--- src/rtl/charfetch_pkg.sv ---
package charfetch_pkg;
  typedef enum logic [1:0] {
    CYC_OTHER   = 2'd0,
    CYC_FETCH   = 2'd1,
    CYC_REFRESH = 2'd2
  } cyc_kind_e;

  function automatic cyc_kind_e classify(input logic m1, input logic rfsh);
    if (rfsh)    return CYC_REFRESH;
    else if (m1) return CYC_FETCH;
    else         return CYC_OTHER;
  endfunction
endpackage

--- src/rtl/charfetch_capture.sv ---
module charfetch_capture #(
  parameter int DW       = 8,
  parameter int DISP_BIT = 6
) (
  input  logic                     clk,
  input  logic                     rst_n,
  input  charfetch_pkg::cyc_kind_e kind,
  input  logic                     addr_top,
  input  logic                     halt,
  input  logic [DW-1:0]            mem_rdata,
  output logic [DW-1:0]            cpu_rdata,
  output logic [DW-1:0]            code_q,
  output logic                     held_q
);
  import charfetch_pkg::*;

  logic take;

  // Displayable: fetch in upper half, marker bit clear, CPU running
  assign take = (kind == CYC_FETCH) && addr_top && !mem_rdata[DISP_BIT] && !halt;

  assign cpu_rdata = take ? '0 : mem_rdata;

  always_ff @(posedge clk) begin
    if (!rst_n) begin
      held_q <= 1'b0;
      code_q <= '0;
    end else begin
      if (take) begin
        held_q <= 1'b1;
        code_q <= mem_rdata;
      end else if (kind == CYC_REFRESH) begin
        held_q <= 1'b0;
      end
    end
  end
endmodule

--- src/rtl/charfetch_pattern.sv ---
module charfetch_pattern #(
  parameter int AW      = 16,
  parameter int DW      = 8,
  parameter int CODE_W  = 6,
  parameter int ROW_W   = 3,
  parameter int INV_BIT = 7
) (
  input  logic                        clk,
  input  logic                        rst_n,
  input  logic                        refresh,
  input  logic                        held,
  input  logic [DW-1:0]               code,
  input  logic [AW-1:CODE_W+ROW_W]    addr_hi,
  input  logic [ROW_W-1:0]            row,
  input  logic [DW-1:0]               rom_data,
  output logic [AW-1:0]               pat_addr,
  output logic [DW-1:0]               vid_byte,
  output logic                        vid_valid,
  input  logic                        vid_ready
);
  localparam int LOW_W = CODE_W + ROW_W;

  logic          deliver;
  logic [DW-1:0] shaped;

  assign pat_addr = {addr_hi, code[CODE_W-1:0], row};
  assign deliver  = refresh && held;

  for (genvar b = 0; b < DW; b++) begin : g_inv
    assign shaped[b] = rom_data[b] ^ code[INV_BIT];
  end

  always_ff @(posedge clk) begin
    if (!rst_n) begin
      vid_valid <= 1'b0;
      vid_byte  <= '0;
    end else if (deliver) begin
      vid_valid <= 1'b1;
      vid_byte  <= shaped;
    end else if (vid_ready) begin
      vid_valid <= 1'b0;
    end
  end

  logic unused_pat;
  assign unused_pat = ^{LOW_W[0]};
endmodule

--- src/rtl/charfetch.sv ---
module charfetch #(
  parameter int AW       = 16,
  parameter int DW       = 8,
  parameter int CODE_W   = 6,
  parameter int ROW_W    = 3,
  parameter int DISP_BIT = 6,
  parameter int INV_BIT  = 7,
  parameter int IRQ_BIT  = 6
) (
  input  logic          clk,
  input  logic          rst_n,
  input  logic [AW-1:0] cpu_addr,
  input  logic [DW-1:0] mem_rdata,
  input  logic          m1,
  input  logic          rfsh,
  input  logic          halt,
  input  logic [ROW_W-1:0] row,
  output logic [DW-1:0] cpu_rdata,
  output logic [AW-1:0] pat_addr,
  input  logic [DW-1:0] rom_data,
  output logic [DW-1:0] vid_byte,
  output logic          vid_valid,
  input  logic          vid_ready,
  output logic          irq
);
  import charfetch_pkg::*;

  localparam int HI_LSB = CODE_W + ROW_W;

  cyc_kind_e     kind;
  logic [DW-1:0] code_q;
  logic          held_q;

  assign kind = classify(m1, rfsh);

  charfetch_capture #(.DW(DW), .DISP_BIT(DISP_BIT)) u_cap (
    .clk(clk), .rst_n(rst_n), .kind(kind), .addr_top(cpu_addr[AW-1]),
    .halt(halt), .mem_rdata(mem_rdata), .cpu_rdata(cpu_rdata),
    .code_q(code_q), .held_q(held_q)
  );

  charfetch_pattern #(.AW(AW), .DW(DW), .CODE_W(CODE_W), .ROW_W(ROW_W),
                      .INV_BIT(INV_BIT)) u_pat (
    .clk(clk), .rst_n(rst_n), .refresh(kind == CYC_REFRESH), .held(held_q),
    .code(code_q), .addr_hi(cpu_addr[AW-1:HI_LSB]), .row(row),
    .rom_data(rom_data), .pat_addr(pat_addr), .vid_byte(vid_byte),
    .vid_valid(vid_valid), .vid_ready(vid_ready)
  );

  always_ff @(posedge clk) begin
    if (!rst_n) irq <= 1'b0;
    else        irq <= (kind == CYC_REFRESH) && !cpu_addr[IRQ_BIT];
  end

  logic unused_top;
  assign unused_top = ^{cpu_addr};
endmodule

--- config.mk ---
export PLATFORM = sky130hd
export DESIGN_NAME = charfetch
export DESIGN_NICKNAME = d
export VERILOG_FILES = /design/src/rtl/charfetch_pkg.sv /design/src/rtl/charfetch_capture.sv /design/src/rtl/charfetch_pattern.sv /design/src/rtl/charfetch.sv
export SDC_FILE = /design/constraint.sdc
export NUM_CORES = 1
export LEC_CHECK = 0
export BUFFER_PORTS_ARGS = -buffer_cell sky130_fd_sc_hd__buf_2
export CORE_MARGIN = 2
export CORE_UTILIZATION = 41
export CTS_CLUSTER_DIAMETER = 200
export CTS_CLUSTER_SIZE = 25
export DETAILED_ROUTE_END_ITERATION = 7
export PLACE_DENSITY = 0.81
export SYNTH_ARGS = -nofsm -noshare
export SYNTH_HDL_FRONTEND = slang
export SYNTH_SLANG_ARGS = --single-unit
--- constraint.sdc ---
create_clock -name clk -period 1.9 [get_ports clk]
set_clock_uncertainty 0.2 [all_clocks]
set_input_delay 0.095 -clock clk [delete_from_list [all_inputs] [get_ports clk]]
set_output_delay 0.095 -clock clk [all_outputs]
set_load 0.02 [all_outputs]
### Word level (Yosys, flattened, before mapping)

Index checks and enable logic that the tools add are counted.

| operators by class | value |
|---|---|
| reductions and logical operators | 10 |
| bitwise logic cells | 8 |
| equal/unequal tests | 2 |
| muxes and demuxes | 7 |

Operators with widths:

| cell | count |
|---|---|
| $mux W8 | 1 |
| $xor A1 B1 Y1 | 8 |
| $logic_and A1 B1 Y1 | 5 |
| $mux W1 | 5 |
| $reduce_bool A2 Y1 | 2 |
| $logic_not A1 Y1 | 3 |
| $eq A2 B1 Y1 const B | 1 |
| $eq A2 B2 Y1 const B | 1 |
| $mux W2 | 1 |

| storage, ports and cells | value |
|---|---|
| input port bits | 41 |
| flip-flop bits (word level) | 19 |

### Logic depth before layout (Yosys ltp)

| depth | value |
|---|---|
| depth after elaboration | 7 |
| depth in mapped cells | 5 |
| gate-level depth less buffers | 3 |

### Hierarchy

From an unflattened synthesis, not the netlist that was laid out.

| unflattened totals | value |
|---|---|
| cells, all modules | 109 |
| area, all modules | 1044.8 sq um |

By module, submodules not included:

| module | area an instance (sq um) | instances | cells each |
|---|---|---|---|
| charfetch_pattern | 574.3 | 1 | 57 |
| charfetch_capture | 431.7 | 1 | 48 |
| charfetch | 38.8 | 1 | 4 |

### Worst setup path before layout

Ideal clock, no wire load.

| path | value |
|---|---|
| path kind | flip-flop to flip-flop |
| start | reg u_cap.held_q |
| end | reg u_pat.vid_byte[0] |
| stages on the path, launching flop included | 5 |
| required time | 1584 ps |
| library setup time | 116 ps |
| arrival time | 863 ps |
| path slack | 721 ps |
| clock period less this slack | 1179 ps |
| path through | dfxtp_1 and2_1 buf_2 buf_6 o211a_1 |

| between the ends | value |
|---|---|
| longest elaborated chain between the ends | 1 |

RTL lines:

| element | RTL line | text |
|---|---|---|
| start, declared | charfetch_capture.sv:13 | `output logic held_q` |
| start signal, assigned | charfetch_capture.sv:26 | `held_q <= 1'b0;` |
| start signal, assigned | charfetch_capture.sv:30 | `held_q <= 1'b1;` |
| start signal, assigned | charfetch_capture.sv:33 | `held_q <= 1'b0;` |
| $logic_and A1 B1 Y1 | charfetch_pattern.sv:27 | `assign deliver = refresh && held;` |
| end signal, assigned | charfetch_pattern.sv:39 | `vid_byte <= shaped;` |
| end, declared | charfetch_pattern.sv:17 | `output logic [DW-1:0] vid_byte,` |

Every way passes these cells.
A chain may end at the register's enable or synchronous reset.

### Worst setup path after layout

| path | value |
|---|---|
| start | in rfsh |
| end | reg u_cap.code_q[2] |

| between the ends | value |
|---|---|
| longest elaborated chain between the ends | 5 |

RTL lines:

| element | RTL line | text |
|---|---|---|
| start, declared | charfetch.sv:15 | `input logic rfsh,` |
| $mux W2 | charfetch_pkg.sv:9 | `if (rfsh) return CYC_REFRESH;` |
| $eq A2 B1 Y1 | charfetch_capture.sv:20 | `assign take = (kind == CYC_FETCH) && addr_top && !mem_rdata[DISP_BIT] && !halt;` |
| $logic_and A1 B1 Y1 (3 in series) | charfetch_capture.sv:20 |  |
| end signal, assigned | charfetch_capture.sv:31 | `code_q <= mem_rdata;` |
| end, declared | charfetch_capture.sv:12 | `output logic [DW-1:0] code_q,` |

Every way passes these cells.

==> impl_results.md <==
- Status: complete, no violations
- Layout area overhead: 48.94%
- Syn_nets: 143
- Clock transition at path regs: 0.10 ns
- I/O pin count: 75
- Syn Area/Cell: 9.225 um2
- Die H: 51.91 um
- Nets: 204
- Synth Register Bits: 18
- Period Utilization, post-route: 0.7788
- Clk sinks: 18
- Worst Tran Pin Value: 0.5760 ns
- Clock root buffer: clkbuf_4
- Distinct cells, synth: 16
- Hold WC Path Type: primary input to register
- Placed cell count: 155
- Number of diodes: 0
- Pwr Total: 780.5 uW
- GR Util All Layers: 0.1807
- Worst setup EP type: register
- Power Density: 557.0 nW/um2
- Crit Path Max Fanout: 10
- H-tree levels: 1
- Relative max-transition margin: 0.6160
- DIE WIDTH: 51.91 um
- Final min period: 1.480 ns
- Leak pwr: 0.0007472 uW
- Total CTS buffers: 3
- FP Rows: 17
- Final Cell Area: 1401 um2
- Most frequent cells in the layout: 48 x buf_2, 31 x dlygate4sd3_1, 22 x nand2_1, 18 x dfxtp_1
- GRT Residual Overflow: 0
- Vias/cell: 4.642
- Resized cells post-CTS: 0
- Gp weighted congestion: 0.6627
- Synth Warn #: 0
- Setup violations, final: 0
- Share of layout cells above drive strength 1: 0.3333
- Register area share after synthesis: 0.3830
- Die area: 2694 um2
- Initial antenna violation count: 0
- CP arrival: 1.52 ns
- Reg2Reg Setup Slack: 0.50 ns
- Initial Util: 0.4295
- Worst R2R Path Depth: 3
- DR pass1 iterations: 4
- WL/cell: 12.17 um
- Number of DRC markers in iteration 0: 4
- First-pass GRT wire length: 3581 um
- Detailed placer's ending HPWL: 1354 um
- Final Worst Setup Slack: 0.4203 ns
- RSZ-0062 raised after global routing: false
- Worst Hold Depth: 3
- Commonest non-fill, non-tap cell in the layout: buf_2
- Post-Synthesis Cell Area: 940.9 um2
- Peak VDD IR: 0.0003411 V
- Placement-stage cell area: 1055 um2
- CTS tree: built
- Vias in the first global route: 822
- Finished Layout Cells: 190
- Pins Over Slew Limit: 0
- CP startpoint kind: primary input
- Clk_lat worst skew: 0.29 ns
- DR DRC count: 0
- Multi-input logic area: 411.6 um2
- Cells after Synth: 102
- Area of the core: 2191 um2
- Vias: 882
- Reg area: 360.3 um2
- Final ANT Viol Nets: 0
- Total Wirelength: 2312 um
- Worst EP required: 1.94 ns
- # Max-Cap Violations: 0
- Kind of critical path: primary input to register
- Place WS: 0.4257 ns
- Largest net degree at the start of global routing: 26
- Maximum clock path buffer count: 2
- Fmax achieved: 675.8 MHz
- Post-route setup TNS: 0 ns
- Filler Cell Count: 173
- PortBufs: 48
- Final hold violations: 0
==> path summary, 6_finish.rpt <==
path,start,end
worst max-delay path,rfsh,u_cap.code_q[2]$_SDFFE_PN0P_
worst min-delay path,mem_rdata[6],u_cap.held_q$_SDFFE_PN0P_
worst max register to register,u_cap.held_q$_SDFFE_PN0P_,u_pat.vid_byte[7]$_SDFFE_PN0P_
worst min register to register,u_cap.code_q[0]$_SDFFE_PN0P_,u_cap.code_q[0]$_SDFFE_PN0P_
==> state kept, by name, indices dropped and copies added (netlist names) <==
| name | flops |
|---|---|
| irq | 1 |
| u_cap.code_q | 7 |
| u_cap.held_q | 1 |
| u_pat.vid_byte | 8 |
| u_pat.vid_valid | 1 |
==> cells in the mapped netlist <==
library cell | count | area share
nor2b_1 | 5 | 0.033
xnor2_1 | 8 | 0.074
nand2_1 | 22 | 0.088
clkbuf_1 | 3 | 0.012
buf_2 | 3 | 0.016
and2_1 | 1 | 0.0067
buf_6 | 2 | 0.024
dfxtp_1 | 18 | 0.38
and3b_1 | 1 | 0.0093
o21a_1 | 2 | 0.016
mux2i_1 | 7 | 0.074
o211a_1 | 8 | 0.085
buf_4 | 16 | 0.13
nor2_2 | 1 | 0.0067
nand4bb_1 | 1 | 0.012
and2b_1 | 4 | 0.032
==> where the power goes <==
| group | switching (uW) | internal, uW |
|---|---|---|
| registers | 2.98 | 382 |
| clock network | 118 | 117 |
| logic | 77.2 | 84.2 |
| total | 198 | 583 |
==> what timing repair did <==
action | 4_1_cts | 5_1_grt
hold buffers | 31 | 0
endpoints found under the hold margin | 27 | 0
buffers inserted | 0 | 0
==> per-stage QoR <==
| stage | util | hold slack, ns |
|---|---|---|
| 2_1_floorplan | - | 0.03710 |
| 3_5_place_dp | 0.4814 | -0.009863 |
| 3_3_place_gp | 0.4814 | -0.009863 |
| 5_1_grt | 0.6396 | 0.03610 |
| 4_1_cts | 0.6396 | 0.01365 |
| 6_report | 0.6396 | 0.02446 |
==> per-layer routing <==
metal | track usage | routed length [um]
met1 | 0.1954 | 897
met4 | 0.07895 | 11
met3 | 0.03161 | 178
met5 | 0 | 0
met2 | 0.3376 | 1224
==> worst max-delay path: stages <==
cell and delay (ns):
buf_2 0.11, nand4bb_1 0.18, nor2_2 0.35, mux2i_1 0.22
dlygate4sd3_1 0.55
==> area by class of cell <==
cell class	count	area share
clock buffers	4	0.02589
repair buffers	80	0.3982
well taps	28	0.02500
flip-flops and latches	18	0.2571
multi-input cells	60	0.2938
==> cells by family (layout without fill, tap and decap cells) <==
logic type / Yosys count / after routing / share of synthesized area
compound gates: 10 / 10 / 0.1011
xor+xnor: 8 / 8 / 0.07447
buf+inv: 24 / 84 / 0.1795
flops: 18 / 18 / 0.3830
mux: 7 / 7 / 0.07447
simple gates: 35 / 35 / 0.1875
Note: power is estimated with default switching activity, not from simulation.
